## config.mk

```make
export PLATFORM = sky130hd
export DESIGN_NAME = irq_delay_unit
export DESIGN_NICKNAME = d
export VERILOG_FILES = /design/src/rtl/irq_delay_pkg.sv /design/src/rtl/idu_prescaler.sv /design/src/rtl/idu_timer.sv /design/src/rtl/idu_path.sv /design/src/rtl/irq_delay_unit.sv
export SDC_FILE = /design/constraint.sdc
export NUM_CORES = 1
export LEC_CHECK = 0
export BUFFER_PORTS_ARGS = -buffer_cell sky130_fd_sc_hd__buf_2
export CAP_MARGIN = 20
export CORE_MARGIN = 2
export CORE_UTILIZATION = 50
export DETAILED_ROUTE_END_ITERATION = 6
export PLACE_DENSITY = 0.77
export SLEW_MARGIN = 20
export SYNTH_ARGS = -nofsm -noshare
export SYNTH_HDL_FRONTEND = slang
export SYNTH_SLANG_ARGS = --single-unit
```

## constraint.sdc

```tcl
create_clock -name clk -period 2.7 [get_ports clk]
set_input_delay 0.54 -clock clk [delete_from_list [all_inputs] [get_ports clk]]
set_output_delay 0.54 -clock clk [all_outputs]
set_load 0.005 [all_outputs]
```

## src/rtl/irq_delay_pkg.sv

```systemverilog
package irq_delay_pkg;
   // Cause bit positions shared with the interrupt cause register.
   localparam int B_TX_WB    = 0;
   localparam int B_TX_EMPTY = 1;
   localparam int B_RX_TMR   = 7;
   localparam int B_ACK      = 17;
   localparam int B_RXQ0     = 20;
   localparam int B_RXQ1     = 21;
   localparam int B_TXQ0     = 22;
   localparam int B_TXQ1     = 23;
   localparam int CAUSE_MIN_W = 24;

   // Timer slots.
   localparam int NUM_TMR  = 5;
   localparam int T_RX_PKT = 0;
   localparam int T_RX_ABS = 1;
   localparam int T_ACK    = 2;
   localparam int T_TX_PKT = 3;
   localparam int T_TX_ABS = 4;
endpackage

```

## src/rtl/idu_prescaler.sv

```systemverilog
module idu_prescaler #(
   parameter int DIV = 256
) (
   input  logic clk,
   input  logic rst_n,
   output logic tick
);
   generate
      if (DIV < 1) begin : g_bad_div
         $error("idu_prescaler: DIV must be at least 1");
      end else if (DIV == 1) begin : g_every
         assign tick = 1'b1;
      end else begin : g_count
         localparam int CW = $clog2(DIV);
         localparam logic [CW-1:0] LAST = CW'(DIV - 1);
         logic [CW-1:0] cnt_q;

         always_ff @(posedge clk or negedge rst_n) begin
            if (!rst_n)            cnt_q <= '0;
            else if (cnt_q == LAST) cnt_q <= '0;
            else                   cnt_q <= cnt_q + 1'b1;
         end

         assign tick = (cnt_q == LAST);

         // ticks never come back to back when the divider exceeds one
         a_r13_tick_spacing: assert property (@(posedge clk) disable iff (!rst_n)
            tick |=> !tick);
      end
   endgenerate
endmodule

```

## src/rtl/idu_timer.sv

```systemverilog
module idu_timer #(
   parameter int W = 16
) (
   input  logic         clk,
   input  logic         rst_n,
   input  logic         tick,
   input  logic         stop,
   input  logic         load,
   input  logic [W-1:0] load_val,
   output logic         running,
   output logic         expire
);
   logic [W-1:0] cnt_q;

   always_ff @(posedge clk or negedge rst_n) begin
      if (!rst_n)                   cnt_q <= '0;
      else if (stop)                cnt_q <= '0;
      else if (load)                cnt_q <= load_val;
      else if (tick && cnt_q != '0) cnt_q <= cnt_q - 1'b1;
   end

   assign running = (cnt_q != '0);
   assign expire  = tick && (cnt_q == W'(1));

   // a load that is not overridden by a stop takes the configured value
   a_r8_reload: assert property (@(posedge clk) disable iff (!rst_n)
      (load && !stop) |=> (cnt_q == $past(load_val)));
   // a stop leaves the timer idle
   a_r11_stop_idles: assert property (@(posedge clk) disable iff (!rst_n)
      stop |=> !running);
endmodule

```

## src/rtl/idu_path.sv

```systemverilog
module idu_path #(
   parameter int CW = 32
) (
   input  logic          valid,
   input  logic [CW-1:0] cause,
   input  logic [CW-1:0] mask,
   input  logic          bypass,
   input  logic          allow,
   output logic [CW-1:0] delayed,
   output logic [CW-1:0] rest,
   output logic          hold
);
   logic [CW-1:0] eff_mask;

   always_comb begin
      eff_mask = bypass ? '0 : mask;
      delayed  = valid ? (cause & eff_mask)  : '0;
      rest     = valid ? (cause & ~eff_mask) : '0;
      hold     = valid && !bypass && allow && (rest == '0);
   end
endmodule

```

## src/rtl/irq_delay_unit.sv

```systemverilog
module irq_delay_unit
   import irq_delay_pkg::*;
#(
   parameter int CAUSE_W  = 32,
   parameter int DLY_W    = 16,
   parameter int TICK_DIV = 256
) (
   input  logic               clk,
   input  logic               rst_n,
   input  logic               rx_valid,
   input  logic [CAUSE_W-1:0] rx_cause,
   input  logic               tx_valid,
   input  logic [CAUSE_W-1:0] tx_cause,
   input  logic               tx_delay_req,
   input  logic               cfg_vec_mode,
   input  logic               cfg_ack_nodelay,
   input  logic [DLY_W-1:0]   cfg_rx_pkt_dly,
   input  logic [DLY_W-1:0]   cfg_rx_abs_dly,
   input  logic [DLY_W-1:0]   cfg_ack_dly,
   input  logic [DLY_W-1:0]   cfg_tx_pkt_dly,
   input  logic [DLY_W-1:0]   cfg_tx_abs_dly,
   output logic               irq_fire,
   output logic [CAUSE_W-1:0] irq_cause
);
   localparam logic [CAUSE_W-1:0] ONE     = CAUSE_W'(1);
   localparam logic [CAUSE_W-1:0] ACK_BIT = ONE << B_ACK;
   localparam logic [CAUSE_W-1:0] RX_BASE = (ONE << B_RXQ0) | (ONE << B_RXQ1) | (ONE << B_RX_TMR);
   localparam logic [CAUSE_W-1:0] TX_MASK = (ONE << B_TXQ0) | (ONE << B_TXQ1)
                                          | (ONE << B_TX_EMPTY) | (ONE << B_TX_WB);
   localparam logic [CAUSE_W-1:0] ALL_DLY = RX_BASE | ACK_BIT | TX_MASK;

   generate
      if (CAUSE_W < CAUSE_MIN_W) begin : g_bad_cw
         $error("irq_delay_unit: CAUSE_W too narrow for the cause map");
      end
      if (DLY_W < 1) begin : g_bad_dw
         $error("irq_delay_unit: DLY_W must be positive");
      end
   endgenerate

   logic               tick;
   logic [CAUSE_W-1:0] pend_q, pend_nx, rx_mask;
   logic [CAUSE_W-1:0] rx_del, rx_rest, tx_del, tx_rest;
   logic               rx_hold_p, tx_hold_p, rx_hold, tx_hold, ack_blk;
   logic               rx_now, tx_now, any_exp, flush;
   logic [NUM_TMR-1:0] t_load, t_run, t_exp;
   logic [DLY_W-1:0]   t_val [NUM_TMR];

   idu_prescaler #(.DIV(TICK_DIV)) u_presc (
      .clk(clk), .rst_n(rst_n), .tick(tick)
   );

   assign rx_mask = RX_BASE | (cfg_ack_nodelay ? '0 : ACK_BIT);

   idu_path #(.CW(CAUSE_W)) u_rx_path (
      .valid(rx_valid), .cause(rx_cause), .mask(rx_mask), .bypass(cfg_vec_mode),
      .allow(cfg_rx_pkt_dly != '0),
      .delayed(rx_del), .rest(rx_rest), .hold(rx_hold_p)
   );

   idu_path #(.CW(CAUSE_W)) u_tx_path (
      .valid(tx_valid), .cause(tx_cause), .mask(TX_MASK), .bypass(cfg_vec_mode),
      .allow(tx_delay_req && (cfg_tx_pkt_dly != '0)),
      .delayed(tx_del), .rest(tx_rest), .hold(tx_hold_p)
   );

   always_comb begin
      pend_nx = pend_q | rx_del | tx_del;
      ack_blk = (cfg_ack_dly == '0) && pend_nx[B_ACK];
      rx_hold = rx_hold_p && !ack_blk;
      tx_hold = tx_hold_p;
      rx_now  = rx_valid && !rx_hold;
      tx_now  = tx_valid && !tx_hold;
      any_exp = |t_exp;
      flush   = any_exp || rx_now || tx_now;
   end

   always_comb begin
      t_load[T_RX_PKT] = rx_hold;
      t_load[T_RX_ABS] = rx_hold && !t_run[T_RX_ABS] && (cfg_rx_abs_dly != '0);
      t_load[T_ACK]    = rx_hold && !t_run[T_ACK] && pend_nx[B_ACK];
      t_load[T_TX_PKT] = tx_hold;
      t_load[T_TX_ABS] = tx_hold && !t_run[T_TX_ABS] && (cfg_tx_abs_dly != '0);
      t_val[T_RX_PKT]  = cfg_rx_pkt_dly;
      t_val[T_RX_ABS]  = cfg_rx_abs_dly;
      t_val[T_ACK]     = cfg_ack_dly;
      t_val[T_TX_PKT]  = cfg_tx_pkt_dly;
      t_val[T_TX_ABS]  = cfg_tx_abs_dly;
   end

   for (genvar gi = 0; gi < NUM_TMR; gi++) begin : g_tmr
      idu_timer #(.W(DLY_W)) u_tmr (
         .clk(clk), .rst_n(rst_n), .tick(tick), .stop(flush),
         .load(t_load[gi]), .load_val(t_val[gi]),
         .running(t_run[gi]), .expire(t_exp[gi])
      );
   end

   always_ff @(posedge clk or negedge rst_n) begin
      if (!rst_n) begin
         pend_q    <= '0;
         irq_fire  <= 1'b0;
         irq_cause <= '0;
      end else begin
         pend_q    <= flush ? '0 : pend_nx;
         irq_fire  <= flush;
         irq_cause <= flush ? (rx_rest | tx_rest | pend_nx) : '0;
      end
   end

   // only delayable causes can ever sit in the pending register
   a_r3_pend_delayable: assert property (@(posedge clk) disable iff (!rst_n)
      (pend_q & ~ALL_DLY) == '0);
   // whenever a flush is visible, nothing is pending and no timer runs
   a_r11_fire_clears: assert property (@(posedge clk) disable iff (!rst_n)
      irq_fire |-> (pend_q == '0 && t_run == '0));
   // per-vector mode never holds an event
   a_r4_vec_bypass: assert property (@(posedge clk) disable iff (!rst_n)
      (cfg_vec_mode && (rx_valid || tx_valid)) |=> irq_fire);
   // a zero receive packet delay never holds a receive event
   a_r6_rx_zero: assert property (@(posedge clk) disable iff (!rst_n)
      (rx_valid && cfg_rx_pkt_dly == '0) |=> irq_fire);
   // a transmit event without a delay request is signalled at once
   a_r12_tx_noreq: assert property (@(posedge clk) disable iff (!rst_n)
      (tx_valid && !tx_delay_req) |=> irq_fire);
endmodule

```

==> results of run 1 <==
-- report_power, final --
group / total, mW / internal [mW] / leakage [nW] / switching, mW
logic: 0.398 / 0.174 / 2.31 / 0.224
clock network: 2.11 / 1.27 / 0.265 / 0.837
registers: 1.99 / 1.98 / 1.72 / 0.0110
-- layout make-up --
| class | count | area [µm²] | area share, % |
|---|---|---|---|
| Multi-Input combinational cell | 605 | 3928 | 41.50 |
| Clock buffer | 20 | 446.7 | 4.720 |
| Clock inverter | 12 | 92.59 | 0.9784 |
| Inverter | 24 | 90.09 | 0.9520 |
| Timing Repair Buffer | 243 | 1448 | 15.30 |
| Tap cell | 184 | 230.2 | 2.433 |
| Sequential cell | 129 | 3228 | 34.11 |
-- registers in the layout (all words and copies together) (netlist names) --
register / flops
g_tmr.u_tmr.cnt_q: 80
irq_cause: 32
pend_q: 8
u_presc.g_count.cnt_q: 8
irq_fire: 1
-- per-layer routing --
metal	vias to the layer above	global-route usage (%)	wire [µm]
li1	3428	-	-
met1	3523	35.62	8800
met2	317	45.50	10450
met3	53	6.205	1621
met4	0	11.57	594
met5	-	0	0
-- repair_timing --
item	in CTS	in global routing
endpoints found under the setup margin	9	46
pin swaps	0	1
gates resized for setup	1	6
-- worst paths after layout --
kind	from	to	cells past startpoint
max	g_tmr[1].u_tmr.cnt_q[2]	g_tmr[3].u_tmr.cnt_q[11]	9
min	rst_n	g_tmr[2].u_tmr.cnt_q[5]	1
max reg2reg	g_tmr[1].u_tmr.cnt_q[2]	g_tmr[3].u_tmr.cnt_q[11]	9
min reg2reg	u_presc.g_count.cnt_q[7]	u_presc.g_count.cnt_q[7]	1
max in group asynchronous	rst_n	g_tmr[4].u_tmr.cnt_q[1]	2
min in group clk	tx_cause[14]	irq_cause[14]	2
-- cells by family (layout without fill, tap and decap cells) --
family | count (synthesis) | after routing
muxes | 5 | 5
adders and majority gates | 15 | 15
xor gates and xnor gates | 47 | 47
and+or+nand+nor | 346 | 346
AOI/OAI and AO/OA | 192 | 192
DFF | 129 | 129
buffers and inverters | 60 | 299
-- cells in the mapped netlist, types with 4 or more instances --
library cell,instances,area (µm²)
sky130_fd_sc_hd__buf_6,4,45.04
sky130_fd_sc_hd__o31ai_1,4,30.03
sky130_fd_sc_hd__xor2_1,17,148.9
sky130_fd_sc_hd__nand3b_1,5,37.54
sky130_fd_sc_hd__o22ai_1,9,56.30
sky130_fd_sc_hd__nand2b_1,6,37.54
sky130_fd_sc_hd__xnor2_1,30,262.8
sky130_fd_sc_hd__dfrtp_1,129,3228
sky130_fd_sc_hd__nor2_1,103,386.6
sky130_fd_sc_hd__mux2i_1,4,40.04
sky130_fd_sc_hd__clkbuf_1,17,63.81
sky130_fd_sc_hd__nand2_1,45,168.9
sky130_fd_sc_hd__a22o_1,24,210.2
sky130_fd_sc_hd__nand3_1,24,120.1
sky130_fd_sc_hd__nor2b_1,6,37.54
sky130_fd_sc_hd__o21ai_0,33,165.2
sky130_fd_sc_hd__a311oi_1,4,35.03
sky130_fd_sc_hd__and2_1,6,37.54
sky130_fd_sc_hd__o221ai_1,5,43.79
sky130_fd_sc_hd__ha_1,15,187.7
sky130_fd_sc_hd__a21oi_1,43,215.2
sky130_fd_sc_hd__or4_1,16,120.1
sky130_fd_sc_hd__or3_1,11,68.82
sky130_fd_sc_hd__a211oi_2,25,312.8
sky130_fd_sc_hd__nor4_1,46,287.8
sky130_fd_sc_hd__inv_1,23,86.33
sky130_fd_sc_hd__or2_2,5,31.28
sky130_fd_sc_hd__a211oi_1,4,30.03
sky130_fd_sc_hd__nor3_1,46,230.2
sky130_fd_sc_hd__nand4_1,13,81.33
sky130_fd_sc_hd__a31oi_1,5,31.28
sky130_fd_sc_hd__a221oi_1,8,70.07
sky130_fd_sc_hd__buf_2,10,50.05
-- stage by stage --
step	power [mW]	setup slack, ps	hold slack (ps)	utilization [%]	instance area, µm²
after detailed placement	2.416	-183.6	482.0	61.35	8882
after global routing	4.662	2.862	193.9	65.36	9463
final	4.492	126.6	152.6	65.36	9463
after CTS	4.525	53.46	153.8	65.12	9429
after global placement	2.411	-58.19	472.4	61.35	8882
after floorplan	2.139	103.7	244.4	-	7386
-- worst register-to-register path: cells and delay by family (launching register included) --
kind	cells	cell delay [ps]
and+or+nand+nor	2	890
DFF	1	420
buffers and inverters	3	530
AOI/OAI and AO/OA	4	590
==> impl_metrics.py, run 1 <==
metrics = {
    "outcome": {
        "status": "completed",
    },
    "setup_path": {
        "critPathKind": "reg -> reg",
        "rrSetupSlack_ps": 130,
        "worstPathCellList": "or4_1 > nor4_2 > buf_4 > a32oi_1 > a41oi_2 > a211oi_4 > inv_2 > buf_12 > a211oi_1",
        "worstPathArrival_ps": 2850,
        "critPathTopFamily": "simple AND/OR/NAND/NOR gates",
        "critical-path-slowest-cell": "sky130_fd_sc_hd__or4_1",
        "crit_path_end_kind": "flop",
        "worstSetupStartpointType": "flop",
        "cp_data_required_time_ps": 2980,
        "timing.critical_path.fanout_max": 31,
        "critical-path-max-stage-delay_ps": 590,
        "worstPathBufferInverterCount": 3,
    },
    "synthesis": {
        "synth_top_family_by_area": "simple AND/OR/NAND/NOR gates",
        "synthArstFlopShare_pct": 100.0,
        "synth_compound_gate_area_share_pct": 19.74,
        "synth_xor_area_share_pct": 5.573,
        "synth_simple_gate_area_share_pct": 24.02,
        "synth_fp_nets": 960,
        "avgSynthCellArea_um2": 9.302,
        "ys_seq_elements": 129,
        "synth_flop_cell": "sky130_fd_sc_hd__dfrtp_1",
        "yosys.cell_types.count": 65,
        "seq_area_frac_synth_pct": 43.71,
        "synth_area_um2": 7386,
        "synth.mux.area_fraction_pct": 0.6946,
        "yosys_warnings": 0,
        "post_synth_inst_count": 794,
        "synth_fa_ha_area_share_pct": 2.541,
        "synth-edff-count": 0,
    },
    "timing": {
        "finalSetupViolCount": 0,
        "timing.clock.skew_ps": 7.037,
        "finalSetupTns_ps": 0,
        "timing.final.max_slew_violations": 0,
        "final.period_utilization_pct": 95.31,
        "fin_crit_ps": 2573,
        "fmax_mhz": 388.6,
        "tightestPinTransition_ps": 642.3,
        "grt_setup_unrepaired": "false",
        "timing.max_slew.rel_slack_pct": 57.18,
        "finalHoldViolCount": 0,
    },
    "floorplan": {
        "rows": 44,
        "num_io_pins": 184,
        "design.die.area_um2": 15760,
        "dieHeight_um": 125.5,
        "fp.coreArea_um2": 14480,
        "starting_density_pct": 51.01,
        "chipWidth_um": 125.5,
    },
    "drt": {
        "drt-wirelength-per-cell_um": 17.64,
        "drt-vias-per-instance": 6.016,
        "wl_um": 21470,
        "number_of_nets_with_antenna_violations_after_routing": 0,
        "dr.pass1.iters": 5,
        "drc": 0,
        "dr.first_iter.drc_count": 553,
        "via_count": 7321,
    },
    "grt": {
        "grt_pass1_vias": 7233,
        "first_pass_grt_wire_length_um": 35110,
        "grt_antenna_before_repair": 0,
        "grt_start_max_net_pins": 49,
        "overflow": 0,
        "grt_use_total_pct": 27.76,
    },
    "job": {
        "cap_violations": 0,
    },
    "cells_and_area": {
        "fillerInstances": 1211,
        "final_nets": 1186,
        "layout-drive-gt1-share_pct": 31.36,
        "mostFrequentLayoutCells": "182 x sky130_fd_sc_hd__buf_2, 129 x sky130_fd_sc_hd__dfrtp_1, 103 x sky130_fd_sc_hd__nor2_1",
        "layout_commonest_cell": "sky130_fd_sc_hd__buf_2",
        "syn_to_final_growth_pct": 28.12,
        "antenna_cells": 0,
        "layout.cells.non_filler": 1217,
    },
    "power_and_ir_drop": {
        "power_density_nw_per_um2": 474.7,
        "p_leak_nw": 4.297,
        "vdd_ir_drop_max_uv": 462.7,
    },
    "clock_network": {
        "cts_max_path_buffers": 2,
        "clockRootBuffer": "sky130_fd_sc_hd__clkbuf_16",
        "cts.repair_timing.setup_buffer_count": 0,
        "htree_num_levels": 4,
        "clock_latency_reported_for_the_late_side_of_the_worst_skew_pair_ps": 420,
        "tritoncts_clock_tree": "built",
        "cts_hold_buf": 0,
        "tritoncts.num_buffers": 17,
        "clock_slew_seen_by_the_registers_of_the_worst_setup_and_hold_paths_ps": 60,
        "cts.sinks": 129,
    },
    "worst_hold_path": {
        "min_path_type": "in -> async",
    },
    "place": {
        "io_buffers": 183,
        "gp_congestion": 0.8780,
        "numPlacedInstances": 1185,
        "dpl.hpwl_um": 16110,
    },
}
Power figures use the tool's default switching activity.
==> run 2: changes to the inputs <==
--- a/config.mk
+++ b/config.mk
@@ -5,12 +5,14 @@
 export SDC_FILE = /design/constraint.sdc
 export NUM_CORES = 1
 export LEC_CHECK = 0
+export ABC_AREA = 1
 export BUFFER_PORTS_ARGS = -buffer_cell sky130_fd_sc_hd__buf_2
 export CAP_MARGIN = 20
 export CORE_MARGIN = 2
 export CORE_UTILIZATION = 50
 export DETAILED_ROUTE_END_ITERATION = 6
-export PLACE_DENSITY = 0.77
+export GPL_TIMING_DRIVEN = 0
+export PLACE_DENSITY = 0.75
 export SLEW_MARGIN = 20
 export SYNTH_ARGS = -nofsm -noshare
 export SYNTH_HDL_FRONTEND = slang
==> impl_metrics.py, run 2 <==
metrics = {
    "place": {
        "dpl.hpwl_um": 21120,
        "gp_congestion": 0.9644,
        "place_area_um2": 10300,
        "io_buffers": 180,
        "detailedPlace.worstSlack_ps": -24.41,
    },
    "synthesis": {
        "seq_area_frac_synth_pct": 35.59,
        "post-synth-top-count-cell": "sky130_fd_sc_hd__nand2_1",
        "synthDominantCellAreaShare_pct": 35.59,
        "netlist.top_cell.by_area": "sky130_fd_sc_hd__dfrtp_1",
        "avgSynthCellArea_um2": 6.438,
        "yosys.cell_types.count": 39,
        "synth_fp_nets": 1575,
        "yosys-top-cells-area": "sky130_fd_sc_hd__dfrtp_1 36%, sky130_fd_sc_hd__nand2_1 16%, sky130_fd_sc_hd__nor2_1 13%, sky130_fd_sc_hd__nand3_1 8.5%, sky130_fd_sc_hd__inv_1 6.4%",
        "netlist_top_cells_count": "378 x sky130_fd_sc_hd__nand2_1, 311 x sky130_fd_sc_hd__nor2_1, 155 x sky130_fd_sc_hd__inv_1",
        "synth_flop_cell": "sky130_fd_sc_hd__dfrtp_1",
        "ys_seq_elements": 129,
        "synth-edff-count": 0,
        "synthArstFlopShare_pct": 100.0,
        "post_synth_inst_count": 1409,
        "synth_area_um2": 9071,
        "yosys_warnings": 0,
    },
    "timing": {
        "final.period_utilization_pct": 90.66,
        "finalHoldViolCount": 0,
        "timing.clock.skew_ps": 9.905,
        "timing.max_slew.rel_slack_pct": 58.56,
        "timing.final.max_slew_violations": 0,
        "finalSetupViolCount": 0,
        "fmax_mhz": 408.5,
        "tightestPinTransition_ps": 616.9,
        "fin_crit_ps": 2448,
        "grt_setup_unrepaired": "false",
        "final_critical_path_setup_slack_ps": 252.2,
    },
    "cells_and_area": {
        "layout.cell_area.non_filler_um2": 10900,
        "final-seq-area_um2": 3228,
        "layout_commonest_cell": "sky130_fd_sc_hd__nand2_1",
        "syn_to_final_growth_pct": 20.14,
        "top_regs": "g_tmr.u_tmr.cnt_q x80, irq_cause x32",
        "multiInputGateArea_um2": 5011,
        "largest-register": "g_tmr.u_tmr.cnt_q",
        "mostFrequentLayoutCells": "377 x sky130_fd_sc_hd__nand2_1, 311 x sky130_fd_sc_hd__nor2_1, 192 x sky130_fd_sc_hd__buf_2",
        "largest_reg_flops": 80,
        "layout-drive-gt1-share_pct": 16.59,
        "fillerInstances": 1743,
        "final_nets": 1774,
    },
    "power_and_ir_drop": {
        "total_power_mw": 4.844,
        "p_sw_mw": 1.280,
        "share_seq_of_total_power_pct": 41.1,
        "p_leak_nw": 6.222,
        "vdd_ir_drop_max_uv": 434.2,
        "cellInternalPower_mw": 3.564,
        "netSwitchingFraction_pct": 26.43,
        "comb_power_share_pct": 10.4,
        "power_density_nw_per_um2": 444.5,
        "pwr-share-clk_pct": 48.6,
    },
    "setup_path": {
        "timing.critical_path.fanout_max": 10,
        "worst_r2r_startpoint": "u_presc.g_count.cnt_q[0]",
        "ff2ff_path_depth": 11,
        "rrSetupSlack_ps": 250,
        "worstSetupStartpointType": "flop",
        "timing.critical_path.from": "u_presc.g_count.cnt_q[0]",
        "crit_path_end_kind": "flop",
        "worstPathArrival_ps": 2750,
        "cp_data_required_time_ps": 3010,
        "critPathKind": "reg -> reg",
    },
    "floorplan": {
        "design.die.area_um2": 19240,
        "dieHeight_um": 138.7,
        "fp.coreArea_um2": 17900,
        "num_io_pins": 184,
        "rows": 49,
        "chipWidth_um": 138.7,
        "starting_density_pct": 50.67,
    },
    "grt": {
        "globalRouteMet3Util_pct": 4.869,
        "peak_usage_layer_in_the_global_routing_report": "met2",
        "first_pass_grt_wire_length_um": 44840,
        "overflow": 0,
        "grt_start_max_net_pins": 80,
        "grt_antenna_before_repair": 4,
        "grt_use_total_pct": 28.76,
        "groute.layer.met1.usage_pct": 39.91,
        "grtUsageMet2_pct": 46.51,
        "grt_pass1_vias": 8970,
    },
    "job": {
        "cap_violations": 0,
    },
    "drt": {
        "wl_um": 27630,
        "drc": 0,
        "number_of_nets_with_antenna_violations_after_routing": 0,
        "dr.pass1.iters": 5,
        "dr.first_iter.drc_count": 724,
        "via_count": 9752,
        "drt-vias-per-instance": 5.263,
        "drt-wirelength-per-cell_um": 14.91,
    },
    "clock_network": {
        "tritoncts.num_buffers": 17,
        "cts_hold_buf": 0,
        "cts_max_path_buffers": 2,
        "tritoncts_clock_tree": "built",
        "clock_slew_seen_by_the_registers_of_the_worst_setup_and_hold_paths_ps": 60,
        "post_cts_sizing": 0,
        "cts.sinks": 129,
        "htree_num_levels": 4,
        "clockRootBuffer": "sky130_fd_sc_hd__clkbuf_16",
        "cts.repair_timing.setup_buffer_count": 0,
        "clock_latency_reported_for_the_late_side_of_the_worst_skew_pair_ps": 430,
    },
    "worst_hold_path": {
        "min_path_type": "in -> async",
    },
    "outcome": {
        "status": "completed",
    },
}
[run 2: changes by cell type in the layout (fill, tap and decap cells not counted), sizes merged, moves of 33 or more]
cell	previous run	this run
inv	24	161
nor3	46	13
buf	243	205
nand3	24	158
nor2	103	317
nor4	47	1
nand2	45	382
[run 2: path summary, 6_finish.rpt]
kind | endpoint
worst max-delay path | g_tmr[3].u_tmr.cnt_q[2]
worst min-delay path | g_tmr[3].u_tmr.cnt_q[10]
worst max register to register | g_tmr[3].u_tmr.cnt_q[2]
worst min register to register | u_presc.g_count.cnt_q[0]
max in group asynchronous | irq_cause[10]
min in group clk | irq_cause[11]
[run 2: cell type report]
type                       count  share of cell area, %
timing repair buffer         181                  8.611
clock inverter                14                  1.424
antenna                        3                0.06889
tap                          229                  2.629
sequential                   129                  29.62
clock buffer                  18                  4.030
inverter                     157                  5.408
buffer                        42                  2.227
multi-input combinational   1080                  45.98
[run 2: per-stage QoR]
step	hold slack [ps]	setup TNS, ps	instances	utilization, %
4_1_cts	29.70	0	1851	60.83
3_3_place_gp	455.8	-101340	1818	57.30
6_report	7.385	0	1853	60.88
5_1_grt	40.39	0	1853	60.88
3_5_place_dp	455.8	-30.11	1819	57.51
2_1_floorplan	244.4	0	1409	-
[run 2: worst max-delay path, stage by stage (launching register included)]
cell and delay, ps:
sky130_fd_sc_hd__dfrtp_1 370, sky130_fd_sc_hd__ha_1 190, sky130_fd_sc_hd__nand2_1 70, sky130_fd_sc_hd__nor2_1 190, sky130_fd_sc_hd__nand4_1 250, sky130_fd_sc_hd__inv_2 250
sky130_fd_sc_hd__buf_2 270, sky130_fd_sc_hd__nand2_1 250, sky130_fd_sc_hd__nand2_2 260, sky130_fd_sc_hd__nor2_1 70, sky130_fd_sc_hd__nor2_1 120, sky130_fd_sc_hd__nor2_1 50
[run 2: power by group through the flow]
stage	clock network [mW]	registers, mW	logic (mW)
after floorplan	0	2.03	0.200
after global placement	0	2.02	0.488
after detailed placement	0	2.02	0.499
after CTS	2.39	1.99	0.501
after global routing	2.46	1.99	0.559
final	2.35	1.99	0.502
[run 2: routing by layer]
metal	routed length, µm	vias up
li1	-	4840
met1	12250	4508
met2	12980	351
met3	1774	51
met4	614	2
met5	13	-
[run 2: cell families after synthesis]
group | share of synthesized area, %
XOR/XNOR | 4.055
buffers and inverters | 9.200
AO/OA/AOI/OAI | 5.876
flip-flops | 35.59
AND/OR/NAND/NOR | 43.21
adder cells (fa/ha/maj) | 2.069
